===== config.mk =====
export PLATFORM = sky130hd
export DESIGN_NAME = rst_seq
export DESIGN_NICKNAME = d
export VERILOG_FILES = /design/src/rtl/rst_seq_pkg.sv /design/src/rtl/rst_seq_sync.sv /design/src/rtl/rst_seq_window.sv /design/src/rtl/rst_seq_clkgate.sv /design/src/rtl/rst_seq.sv
export SDC_FILE = /design/constraint.sdc
export NUM_CORES = 1
export LEC_CHECK = 0
export BUFFER_PORTS_ARGS = -buffer_cell sky130_fd_sc_hd__clkbuf_2
export CAP_MARGIN = 20
export CORE_UTILIZATION = 35
export DETAILED_ROUTE_END_ITERATION = 10
export MAX_ROUTING_LAYER = met4
export SYNTH_ARGS = -nofsm -noshare
export SYNTH_HDL_FRONTEND = slang
export SYNTH_SLANG_ARGS = --single-unit

===== constraint.sdc =====
create_clock -name clk -period 4.35 [get_ports clk]
set_input_delay 0.435 -clock clk [delete_from_list [all_inputs] [get_ports clk]]
set_output_delay 0.435 -clock clk [all_outputs]
set_load 0.05 [all_outputs]

===== src/rtl/rst_seq_pkg.sv =====
package rst_seq_pkg;

    typedef enum logic {
        CAUSE_PIN  = 1'b0,
        CAUSE_WDOG = 1'b1
    } rst_cause_e;

endpackage


===== src/rtl/rst_seq_sync.sv =====
// Reset synchroniser: asynchronous assertion, release after STAGES edges.
module rst_seq_sync #(
    parameter int STAGES = 2
) (
    input  logic clk,
    input  logic arst_n,
    output logic sync_n
);
    logic [STAGES-1:0] chain_q;

    always_ff @(posedge clk or negedge arst_n) begin
        if (!arst_n) begin
            chain_q <= '0;
        end else begin
            chain_q <= (chain_q << 1) | STAGES'(1);
        end
    end

    assign sync_n = chain_q[STAGES-1];
endmodule


===== src/rtl/rst_seq_window.sv =====
// Per-pin delay pipe and sample history.
// The history shifts only while shift_en is high.
// The flops carry no reset, because they must record during reset.
module rst_seq_window #(
    parameter int NPIN  = 2,
    parameter int DELAY = 2,
    parameter int WIN   = 10
) (
    input  logic            clk,
    input  logic            shift_en,
    input  logic [NPIN-1:0] pins,
    output logic [NPIN-1:0] newest,
    output logic [NPIN-1:0] stable
);
    for (genvar g = 0; g < NPIN; g++) begin : g_pin
        logic [DELAY-1:0] pipe_q;
        logic [WIN-1:0]   hist_q;

        always_ff @(posedge clk) begin
            pipe_q <= (pipe_q << 1) | DELAY'(pins[g]);
            if (shift_en) begin
                hist_q <= (hist_q << 1) | WIN'(pipe_q[DELAY-1]);
            end
        end

        assign newest[g] = hist_q[0];
        assign stable[g] = (&hist_q) | ~(|hist_q);
    end
endmodule


===== src/rtl/rst_seq_clkgate.sv =====
// Clock-output gate.
// The enable is updated on the falling edge, so the output cannot glitch.
module rst_seq_clkgate (
    input  logic clk,
    input  logic arst_n,
    input  logic en_in,
    output logic clk_out
);
    logic en_q;

    always_ff @(negedge clk or negedge arst_n) begin
        if (!arst_n) begin
            en_q <= 1'b0;
        end else begin
            en_q <= en_in;
        end
    end

    assign clk_out = clk & en_q;
endmodule


===== src/rtl/rst_seq.sv =====
module rst_seq
    import rst_seq_pkg::*;
#(
    parameter int   SYNC_STAGES = 2,
    parameter int   WIN_LEN     = 10,
    parameter int   FETCH_DLY   = 80,
    parameter int   WD_HOLD     = 4,
    parameter logic BOOT_DEF    = 1'b1
) (
    input  logic clk,
    input  logic ext_rst_n,
    input  logic wdog_req,
    input  logic boot_pin,
    input  logic tri_pin_n,
    output logic sys_rst_n,
    output logic fetch_en,
    output logic clk_out,
    output logic boot_mode,
    output logic drv_off,
    output logic rst_cause
);
    localparam int CNT_W      = $clog2(FETCH_DLY + 1);
    localparam int WD_W       = $clog2(WD_HOLD + 1);
    localparam int FETCH_LAST = FETCH_DLY - SYNC_STAGES - 1;

    typedef struct packed {
        logic             rel_seen;
        logic             wd_active;
        logic [WD_W-1:0]  wd_cnt;
        logic [CNT_W-1:0] fetch_cnt;
        logic             fetch_done;
        logic             boot;
        logic             drv_off;
        rst_cause_e       cause;
    } state_t;

    localparam state_t RST_VAL = '{
        rel_seen:   1'b0,
        wd_active:  1'b0,
        wd_cnt:     '0,
        fetch_cnt:  '0,
        fetch_done: 1'b0,
        boot:       BOOT_DEF,
        drv_off:    1'b0,
        cause:      CAUSE_PIN
    };

    state_t     q, d;
    logic       pin_ok;
    logic       run;
    logic       win_shift;
    logic [1:0] win_new;
    logic [1:0] win_stable;

    rst_seq_sync #(.STAGES(SYNC_STAGES)) u_sync (
        .clk    (clk),
        .arst_n (ext_rst_n),
        .sync_n (pin_ok)
    );

    assign win_shift = ~pin_ok;

    // Pin 0: boot width, pin 1: output-disable request.
    rst_seq_window #(.NPIN(2), .DELAY(SYNC_STAGES), .WIN(WIN_LEN)) u_win (
        .clk      (clk),
        .shift_en (win_shift),
        .pins     ({tri_pin_n, boot_pin}),
        .newest   (win_new),
        .stable   (win_stable)
    );

    rst_seq_clkgate u_gate (
        .clk     (clk),
        .arst_n  (ext_rst_n),
        .en_in   (pin_ok),
        .clk_out (clk_out)
    );

    assign run = pin_ok & ~q.wd_active;

    always_comb begin
        d          = q;
        d.rel_seen = pin_ok;

        // Capture the modes once, on the first cycle after the pin release.
        if (pin_ok && !q.rel_seen) begin
            d.boot    = win_stable[0] ? win_new[0]  : BOOT_DEF;
            d.drv_off = win_stable[1] ? !win_new[1] : 1'b0;
        end

        // Watchdog reset stretch.
        if (q.wd_active) begin
            if (q.wd_cnt == WD_W'(WD_HOLD - 1)) begin
                d.wd_active = 1'b0;
                d.wd_cnt    = '0;
            end else begin
                d.wd_cnt = q.wd_cnt + 1'b1;
            end
        end else if (wdog_req && pin_ok) begin
            d.wd_active = 1'b1;
            d.wd_cnt    = '0;
            d.cause     = CAUSE_WDOG;
        end

        // Fetch delay.
        if (!run) begin
            d.fetch_cnt  = '0;
            d.fetch_done = 1'b0;
        end else if (!q.fetch_done) begin
            if (q.fetch_cnt == CNT_W'(FETCH_LAST)) begin
                d.fetch_done = 1'b1;
            end else begin
                d.fetch_cnt = q.fetch_cnt + 1'b1;
            end
        end
    end

    always_ff @(posedge clk or negedge ext_rst_n) begin
        if (!ext_rst_n) begin
            q <= RST_VAL;
        end else begin
            q <= d;
        end
    end

    assign sys_rst_n = run;
    assign fetch_en  = q.fetch_done & run;
    assign boot_mode = q.boot;
    assign drv_off   = q.drv_off;
    assign rst_cause = q.cause;
endmodule


==> Word level (Yosys, flattened, before mapping) <==
Index checks and enable logic that the tools add are counted.
{ "totals": {"register_bits": 43, "input_bits": 5, "out_inout_bits": 6, "word_cells": 53} }
{ "classes": {"n_addsub": 2, "eq_ne": 4, "n_mux": 10, "n_bitwise": 12, "reduce_logical": 11} }
{ "ops": {"columns": ["cell", "n"], "rows": [
  ["10-bit by 1-bit OR with 10-bit output", 2],
  ["10-bit AND reduction", 2],
  ["10-bit OR reduction", 2],
  ["8-bit two-way mux", 2],
  ["4-bit two-way mux", 2],
  ["7-bit by 1-bit adder with 7-bit output, second input constant", 1],
  ["7-bit equality test, second input constant", 1],
  ["7-bit two-way mux", 1],
  ["1-bit two-way mux", 4],
  ["2-bit inequality test, second input constant", 2],
  ["2-bit by 1-bit OR with 2-bit output", 2],
  ["2-bit AND reduction", 2],
  ["3-bit by 1-bit adder with 3-bit output, second input constant", 1],
  ["1-bit AND", 3],
  ["3-bit by 2-bit equality test with 1-bit output, second input constant", 1],
  ["3-bit two-way mux", 1],
  ["1-bit NOT", 3],
  ["1-bit logical AND", 2],
  ["1-bit logical NOT", 2],
  ["1-bit OR", 2],
  ["2-bit nonzero test", 1]
]} }

==> Logic depth before layout (Yosys ltp) <==
Gate-level depths: netlist (run 1).
{ "depth": {"depth_word": 4, "depth_mapped": 5, "ltp_nobuf": 5} }

==> Modules after synthesis <==
A second synthesis (run 1) with hierarchy kept.
{ "unflattened": {"cells_unflattened": 120, "hier_area_um2": 1631.6} }
{ "by_module_without_submodules": {"columns": ["module", "n_inst", "cells_each", "area_per_inst_um2", "seq_area_each_um2"], "rows": [
  ["rst_seq_window", 1, 42, 785.8, 680.7],
  ["rst_seq", 1, 73, 760.7, 401.6],
  ["rst_seq_sync", 1, 3, 53.8, 50.0],
  ["rst_seq_clkgate", 1, 2, 31.3, 25.0]
]} }

==> results of run 1 <==
-- critical path: cells and delay by family, from the launching register on --
family	cells	cell delay, ps
buffers and inverters	1	270
flip-flops	1	370
AND/OR/NAND/NOR	1	120
-- flip-flops by register name, summed over array words and instances, names as in the netlist --
name / flops
boot_mode: 1
u_win.g_pin.hist_q: 20
rst_cause: 1
u_gate.en_q: 1
q: 13
drv_off: 1
u_win.g_pin.pipe_q: 4
u_sync.chain_q: 2
-- layout by cell type (no fill, tap or decap), types with 2 or more instances in the layout --
cell      count
nand3_1       4
dfrtp_1      17
and2_1        2
or3_1         2
edfxtp_1     20
inv_1         3
nand2_1      11
nand3b_1      2
a31oi_1       3
ha_1          3
or4_1         2
nand2b_1      4
clkbuf_8      8
clkbuf_2     10
a21oi_1       3
o21ai_0       9
nor4_1        3
nor2_1        4
dfxtp_1       4
-- kinds of logic after synthesis --
family                   synth area share
AND/OR/NAND/NOR                     0.145
multiplexers                       0.0136
flip-flops                          0.742
buffers and inverters              0.0104
adder cells (fa/ha/maj)            0.0241
AO/OA/AOI/OAI                      0.0618
other                             0.00241
-- layout make-up --
class | instances | area [um^2]
flip-flops and latches | 43 | 1160
multi-input cells | 62 | 385
fillers | 398 | 2310
repair buffers | 10 | 55.1
well taps | 50 | 62.6
clock inverters | 3 | 43.8
inverters | 3 | 11.3
clock buffers | 9 | 115
-- routing by layer --
| metal | up-vias | GRT usage | wire, um |
|---|---|---|---|
| li1 | 435 | - | - |
| met1 | 451 | 0.162 | 1190 |
| met2 | 16 | 0.196 | 1190 |
| met3 | 7 | 0.0806 | 117 |
| met4 | 0 | 0.107 | 50 |
| met5 | - | - | 0 |
-- timing repair --
| action | in CTS | in global routing |
|---|---|---|
| hold endpoints to repair | 17 | 0 |
| gates resized for setup | 0 | 0 |
| endpoints found under the setup margin | 0 | 0 |
| hold buffers | 1 | 0 |
-- where the power goes --
part | total, W | internal, W | leakage, nW | switching (W)
Sequential | 0.000494 | 0.000463 | 0.471 | 0.0000304
Combinational | 0.0000868 | 0.0000309 | 0.186 | 0.0000560
Clock | 0.000402 | 0.000235 | 0.0867 | 0.000167
Total | 0.000982 | 0.000729 | 0.743 | 0.000253
-- synth_stat cells --
cell | count | area, um^2
a21oi_1 | 3 | 15.0
a31oi_1 | 3 | 18.8
and2_1 | 2 | 12.5
and4b_1 | 1 | 10.0
and4bb_4 | 1 | 16.3
buf_2 | 1 | 5.00
conb_1 | 1 | 3.75
dfrtn_1 | 1 | 25.0
dfrtp_1 | 17 | 425
dfstp_2 | 1 | 26.3
dfxtp_1 | 4 | 80.1
edfxtp_1 | 20 | 601
ha_1 | 3 | 37.5
inv_1 | 3 | 11.3
mux2_2 | 1 | 11.3
mux2i_1 | 1 | 10.0
nand2_1 | 11 | 41.3
nand2b_1 | 4 | 25.0
nand3_1 | 4 | 20.0
nand3b_1 | 2 | 15.0
nand4b_1 | 1 | 8.76
nor2_1 | 4 | 15.0
nor2b_1 | 1 | 6.26
nor4_1 | 3 | 18.8
o211a_1 | 1 | 10.0
o21ai_0 | 9 | 45.0
o21bai_1 | 1 | 7.51
or3_1 | 2 | 12.5
or4_1 | 2 | 15.0
or4b_1 | 1 | 10.0
-- worst min-delay path by stage --
stage,start,to,slack (ps),depth (start not counted)
6_report,tri_pin_n,u_win.g_pin[1].pipe_q[0],140,1
5_1_grt,tri_pin_n,u_win.g_pin[1].pipe_q[0],110,1
4_1_cts,boot_pin,u_win.g_pin[0].pipe_q[0],120,1
3_5_place_dp,u_win.g_pin[1].pipe_q[0],u_win.g_pin[1].pipe_q[1],310,0
3_3_place_gp,u_win.g_pin[1].pipe_q[0],u_win.g_pin[1].pipe_q[1],310,0
2_1_floorplan,ext_rst_n,drv_off,140,0
-- metrics by stage --
stage | power [W] | utilization | hold slack, ps | worst slack (ps)
floorplan | 0.000583 | - | 139 | 968
CTS | 0.00100 | 0.442 | 120 | 524
detailed placement | 0.000616 | 0.402 | 313 | 1020
finish | 0.000982 | 0.442 | 138 | 560
global route | 0.00104 | 0.442 | 109 | 514
global placement | 0.000606 | 0.402 | 313 | 1020
==> qor.log, run 1 <==
qor: sta.clock_skew 18.9 ps
qor: drt.route.antenna.remaining_nets 0
qor: setup_path.critical_path_required 3910 ps
qor: floorplan.initial_core_util 0.376
qor: clock_tree.cts.reportedPaths.clkPinSlew 80 ps
qor: finish.layout.nets 137
qor: synthesis.synthesis.yosys.warnings 0
qor: grt.antenna_found_initial 0
qor: drt.dr_total_vias 909
qor: grt.first_global_vias 948
qor: floorplan.design.die.area 4730 um^2
qor: sta.report.final.setup_viol 0
qor: drt.drc 0
qor: setup_path.setup.worst_path.start u_gate.en_q
qor: setup_path.cp-end-kind output port
qor: sta.grt_setup_unrepaired no
qor: setup_path.critPathCapture clk_out
qor: setup_path.arrival 3350 ps
qor: place.place_hpwl 1640 um
qor: setup_path.timing.critical_path.slowest_stage_cell dfrtn_1
qor: drt.postRouteWirelength 2550 um
qor: drt.first_iter_violations 80
qor: synthesis.mappedNetlistNets 117
qor: finish.final-instance-count-excl-fill 180
qor: floorplan.chipHeight 68.7 um
qor: clock_tree.post-cts-setup-buffer-count 0
qor: finish.n_antenna_cell 0
qor: synthesis.synth_area_per_cell 14.3 um^2
qor: sta.finalHoldViolations 0
qor: power.power-per-cell-area 537 nW/um^2
qor: synthesis.ys_seq_area_frac 0.742
qor: sta.drv_slew 0
qor: place.globalplace.congestion 0.843
qor: power.vdd.ir_drop.worst 0.226 mV
qor: setup_path.critical_path.max_fanout 1
qor: sta.normalized_max_slew_margin 0.503
qor: finish.area_growth 17.4%
qor: grt.globalRouteOverflowTotal 0
qor: clock_tree.tritoncts_clock_tree yes
qor: place.postPlaceCellArea 1670 um^2
qor: setup_path.worst_r2r_path_depth 0
qor: floorplan.core_area 4140 um^2
qor: setup_path.worstReg2RegStart u_sync.chain_q[1]
qor: grt.grt_first_pass_wirelength 4400 um
qor: job.number_of_max_capacitance_violations_reported 0
qor: synthesis.post_synthesis_cell_count 109
qor: place.post-place-cells 168
qor: drt.drtPass1Iterations 3
qor: grt.grt_max_degree 21
qor: setup_path.crit_path_cell_trace and2_1, clkbuf_2
qor: finish.drive_gt1_frac 0.185
qor: grt.global_route_usage_over_all_layers 0.146
qor: synthesis.ys_ff_latch 43
qor: setup_path.critical_path_class flop to output port
qor: place.port_buffers 10
qor: floorplan.fp.dieW 68.7 um
qor: clock_tree.clkLatencyLatePin 410 ps
qor: setup_path.regToRegEndpoint u_gate.en_q
qor: floorplan.row_count 23
qor: synthesis.synthesis.area 1560 um^2
qor: setup_path.critPathMaxStageDelay 370 ps
qor: synthesis.ys_types 30
qor: drt.post_drt_via_cell_ratio 5.05
qor: sta.tightest_slew 745 ps
qor: floorplan.ports_placed_on_the_boundary 11
qor: hold_path.min_path_type primary input to flop
qor: setup_path.sort_of_element_at_the_start_of_the_critical_path flop
qor: setup_path.reg2reg_slack 1570 ps
qor: finish.final_design_area_no_fill 1830 um^2
qor: drt.routed_wire_length_per_instance 14.2 um
qor: sta.setup_tns 0 ps
qor: power.power.static_leakage 0.743 nW
qor: run_status.outcome complete, no violations
Power figures use the tool's default switching activity.
==> run 2: changes to the inputs <==
--- a/config.mk
+++ b/config.mk
@@ -5,11 +5,12 @@
 export SDC_FILE = /design/constraint.sdc
 export NUM_CORES = 1
 export LEC_CHECK = 0
-export BUFFER_PORTS_ARGS = -buffer_cell sky130_fd_sc_hd__clkbuf_2
+export BUFFER_PORTS_ARGS = -buffer_cell sky130_fd_sc_hd__buf_4
 export CAP_MARGIN = 20
 export CORE_UTILIZATION = 35
 export DETAILED_ROUTE_END_ITERATION = 10
 export MAX_ROUTING_LAYER = met4
+export PLACE_DENSITY = 0.61
 export SYNTH_ARGS = -nofsm -noshare
 export SYNTH_HDL_FRONTEND = slang
 export SYNTH_SLANG_ARGS = --single-unit
==> run 2 against run 1 <==
Effect of this change:
- final area increased by 1.1%
- die area unchanged
- critical path depth unchanged
- total power about the same
- critical path type unchanged
- setup slack improved by 59 ps
- combinational power increased by 2%
- critical endpoint unchanged
- first-iteration DRC count decreased by 10%
- sequential power about the same
- clock skew increased by 2.7 ps
- global-route usage decreased by 1.4 points
- register-to-register slack improved by 20 ps
- via count decreased by 0.88%
==> qor.log, run 2 (synthesis results as in run 1) <==
qor: run_status.outcome complete, no violations
qor: grt.grt_first_pass_wirelength 4020 um [-8.5%]
qor: sta.tightest_slew 737 ps [-8.25 ps]
qor: finish.registers.top_by_ff_count u_win.g_pin.hist_q
qor: finish.largest_reg_flops 20 [unchanged]
qor: setup_path.cp-end-kind output port
qor: setup_path.critPathMaxStageDelay 380 ps [about the same]
qor: drt.drc 0 [unchanged]
qor: finish.area_growth 18.7%
qor: finish.fill_cells 391 [-1.8%]
qor: finish.n_antenna_cell 0 [unchanged]
qor: hold_path.timing.hold.worst_endpoint u_win.g_pin[0].pipe_q[0]
qor: place.place_hpwl 1550 um [-5.4%]
qor: grt.global_route_usage_over_all_layers 0.132 [-0.0139]
qor: floorplan.ports_placed_on_the_boundary 11 [unchanged]
qor: setup_path.crit_path_cell_trace and2_1, buf_4
qor: power.p_seq_frac 0.502 [about the same]
qor: drt.postRouteWirelength 2330 um [-8.4%]
qor: clock_tree.cts.reportedPaths.clkPinSlew 80 ps [about the same]
qor: drt.route.top_layer_used met4
qor: setup_path.worstPathBufferInverterCount 1 [unchanged]
qor: sta.normalized_max_slew_margin 0.508 [+0.00551]
qor: drt.wl_met3 178 um [+52%]
qor: setup_path.sort_of_element_at_the_start_of_the_critical_path flop
qor: finish.layout_common_cells 20 x edfxtp_1, 17 x dfrtp_1, 11 x nand2_1, 10 x buf_4, 9 x o21ai_0
qor: drt.first_iter_violations 72 [-10%]
qor: finish.layout.nets 137 [unchanged]
qor: floorplan.row_count 23 [unchanged]
qor: clock_tree.tritoncts_clock_tree yes
qor: clock_tree.clkLatencyLatePin 420 ps [about the same]
qor: drt.route.antenna.remaining_nets 0 [unchanged]
qor: setup_path.arrival 3300 ps [-50 ps]
qor: sta.finalHoldViolations 0 [unchanged]
qor: drt.post_drt_via_cell_ratio 5.01 [-0.88%]
qor: drt.drtPass1Iterations 4 [+1]
qor: setup_path.timing.critical_path.slowest_stage_cell dfrtn_1
qor: setup_path.critical_path_required 3910 ps [about the same]
qor: drt.dr_total_vias 901 [-0.88%]
qor: place.globalplace.congestion 0.790 [-6.3%]
qor: clock_tree.hold_buffers 1 [unchanged]
qor: finish.drive_gt1_frac 0.177 [-0.00769]
qor: floorplan.design.die.area 4730 um^2 [unchanged]
qor: power.p_comb_frac 0.090 [+0.002]
qor: grt.globalRouteOverflowTotal 0 [unchanged]
qor: hold_path.whs_path_depth 1 [unchanged]
qor: power.vdd.ir_drop.worst 0.298 mV [+32%]
qor: clock_tree.cts.repair.resized 0 [unchanged]
qor: sta.drv_slew 0 [unchanged]
qor: sta.grt_setup_unrepaired no
qor: hold_path.worstHoldStart boot_pin
qor: power.clock_power_share 0.408 [about the same]
qor: grt.first_global_vias 909 [-4.1%]
qor: setup_path.critical_path_class flop to output port
qor: power.power-per-cell-area 530 nW/um^2 [-1.2%]
qor: setup_path.worst_r2r_path_depth 0 [unchanged]
qor: setup_path.worstReg2RegStart u_sync.chain_q[1]
qor: grt.antenna_found_initial 0 [unchanged]
qor: place.post-place-cells 168 [unchanged]
qor: power.cellInternalPower 0.000732 W [+0.44%]
qor: finish.layout_top_registers u_win.g_pin.hist_q: 20 flops, q: 13 flops, u_win.g_pin.pipe_q: 4 flops
qor: setup_path.critical_path.max_fanout 1 [unchanged]
qor: setup_path.regToRegEndpoint u_gate.en_q
qor: floorplan.core_area 4140 um^2 [unchanged]
qor: sta.clock_skew 21.6 ps [+2.73 ps]
qor: drt.routed_wire_length_per_instance 13.0 um [-8.4%]
qor: floorplan.fp.dieW 68.7 um [unchanged]
qor: grt.grt_max_degree 21 [unchanged]
qor: sta.setup_tns 0 ps [unchanged]
qor: job.number_of_max_capacitance_violations_reported 0 [unchanged]
qor: power.switching_share 0.254 [-0.00385]
qor: drt.met2_layer_wire_length_in_the_routed_design 1040 um [-12%]
qor: floorplan.initial_core_util 0.376 [unchanged]
qor: hold_path.min_path_type primary input to flop
qor: power.switching_power 0.000249 W [-1.6%]
qor: clock_tree.post-cts-setup-buffer-count 0 [unchanged]
qor: sta.report.final.setup_viol 0 [unchanged]
qor: place.port_buffers 10 [unchanged]
qor: floorplan.chipHeight 68.7 um [unchanged]
qor: setup_path.critical_path.top_delay_family flip-flops
qor: finish.layout_commonest_cell edfxtp_1
qor: drt.met1Wirelength 1050 um [-12%]
qor: power.power.static_leakage 0.748 nW [+0.57%]
qor: setup_path.reg2reg_slack 1590 ps [+20 ps]
qor: finish.final-instance-count-excl-fill 180 [unchanged]
-- run 2: cell count changes in the layout (fill, tap and decap cells not counted) --
cell	delta
buf_4	+10
clkinv_4	-1
clkbuf_2	-10
clkinv_1	+1
-- run 2: how the worst max path moves through the flow --
| stage | startpoint | to | slack (ps) | cells after the start |
|---|---|---|---|---|
| 2_1_floorplan | u_gate.en_q | clk_out | 970 | 1 |
| 3_3_place_gp | u_gate.en_q | clk_out | 1090 | 2 |
| 3_5_place_dp | u_gate.en_q | clk_out | 1090 | 2 |
| 4_1_cts | u_gate.en_q | clk_out | 600 | 2 |
| 5_1_grt | u_gate.en_q | clk_out | 580 | 2 |
| 6_report | u_gate.en_q | clk_out | 620 | 2 |
-- run 2: final cells by class --
type | count | area, um^2 | area share
sequential | 43 | 1160 | 0.625
multi-input combinational | 62 | 385 | 0.208
clock buffer | 9 | 118 | 0.0636
timing repair buffer | 10 | 77.6 | 0.0419
tap | 50 | 62.6 | 0.0338
clock inverter | 3 | 38.8 | 0.0210
inverter | 3 | 11.3 | 0.00609
-- run 2: routing by layer --
metal  vias to the layer above  track usage
li1                        434            -
met1                       441        0.149
met2                        20        0.169
met3                         6       0.0822
met4                         0       0.0944
met5                         -            -
-- run 2: through the flow --
stage                     utilization  setup WS, ps  hold slack (ps)  area, um^2  power (W)
after floorplan                     -           968              139        1560   0.000583
after global placement          0.408          1090              313        1690   0.000613
after detailed placement        0.408          1090              312        1690   0.000620
after CTS                       0.447           597              121        1850   0.000992
after global routing            0.447           576              119        1850    0.00103
final                           0.447           620              132        1850   0.000981
-- run 2: power groups by stage --
stage	Clock [W]	Sequential (W)	Combinational (W)
floorplan	0.0000220	0.000490	0.0000715
detailed placement	0.0000295	0.000501	0.0000898
global route	0.000430	0.000498	0.000103
finish	0.000400	0.000493	0.0000883
CTS	0.000409	0.000493	0.0000900
global placement	0.0000295	0.000498	0.0000848
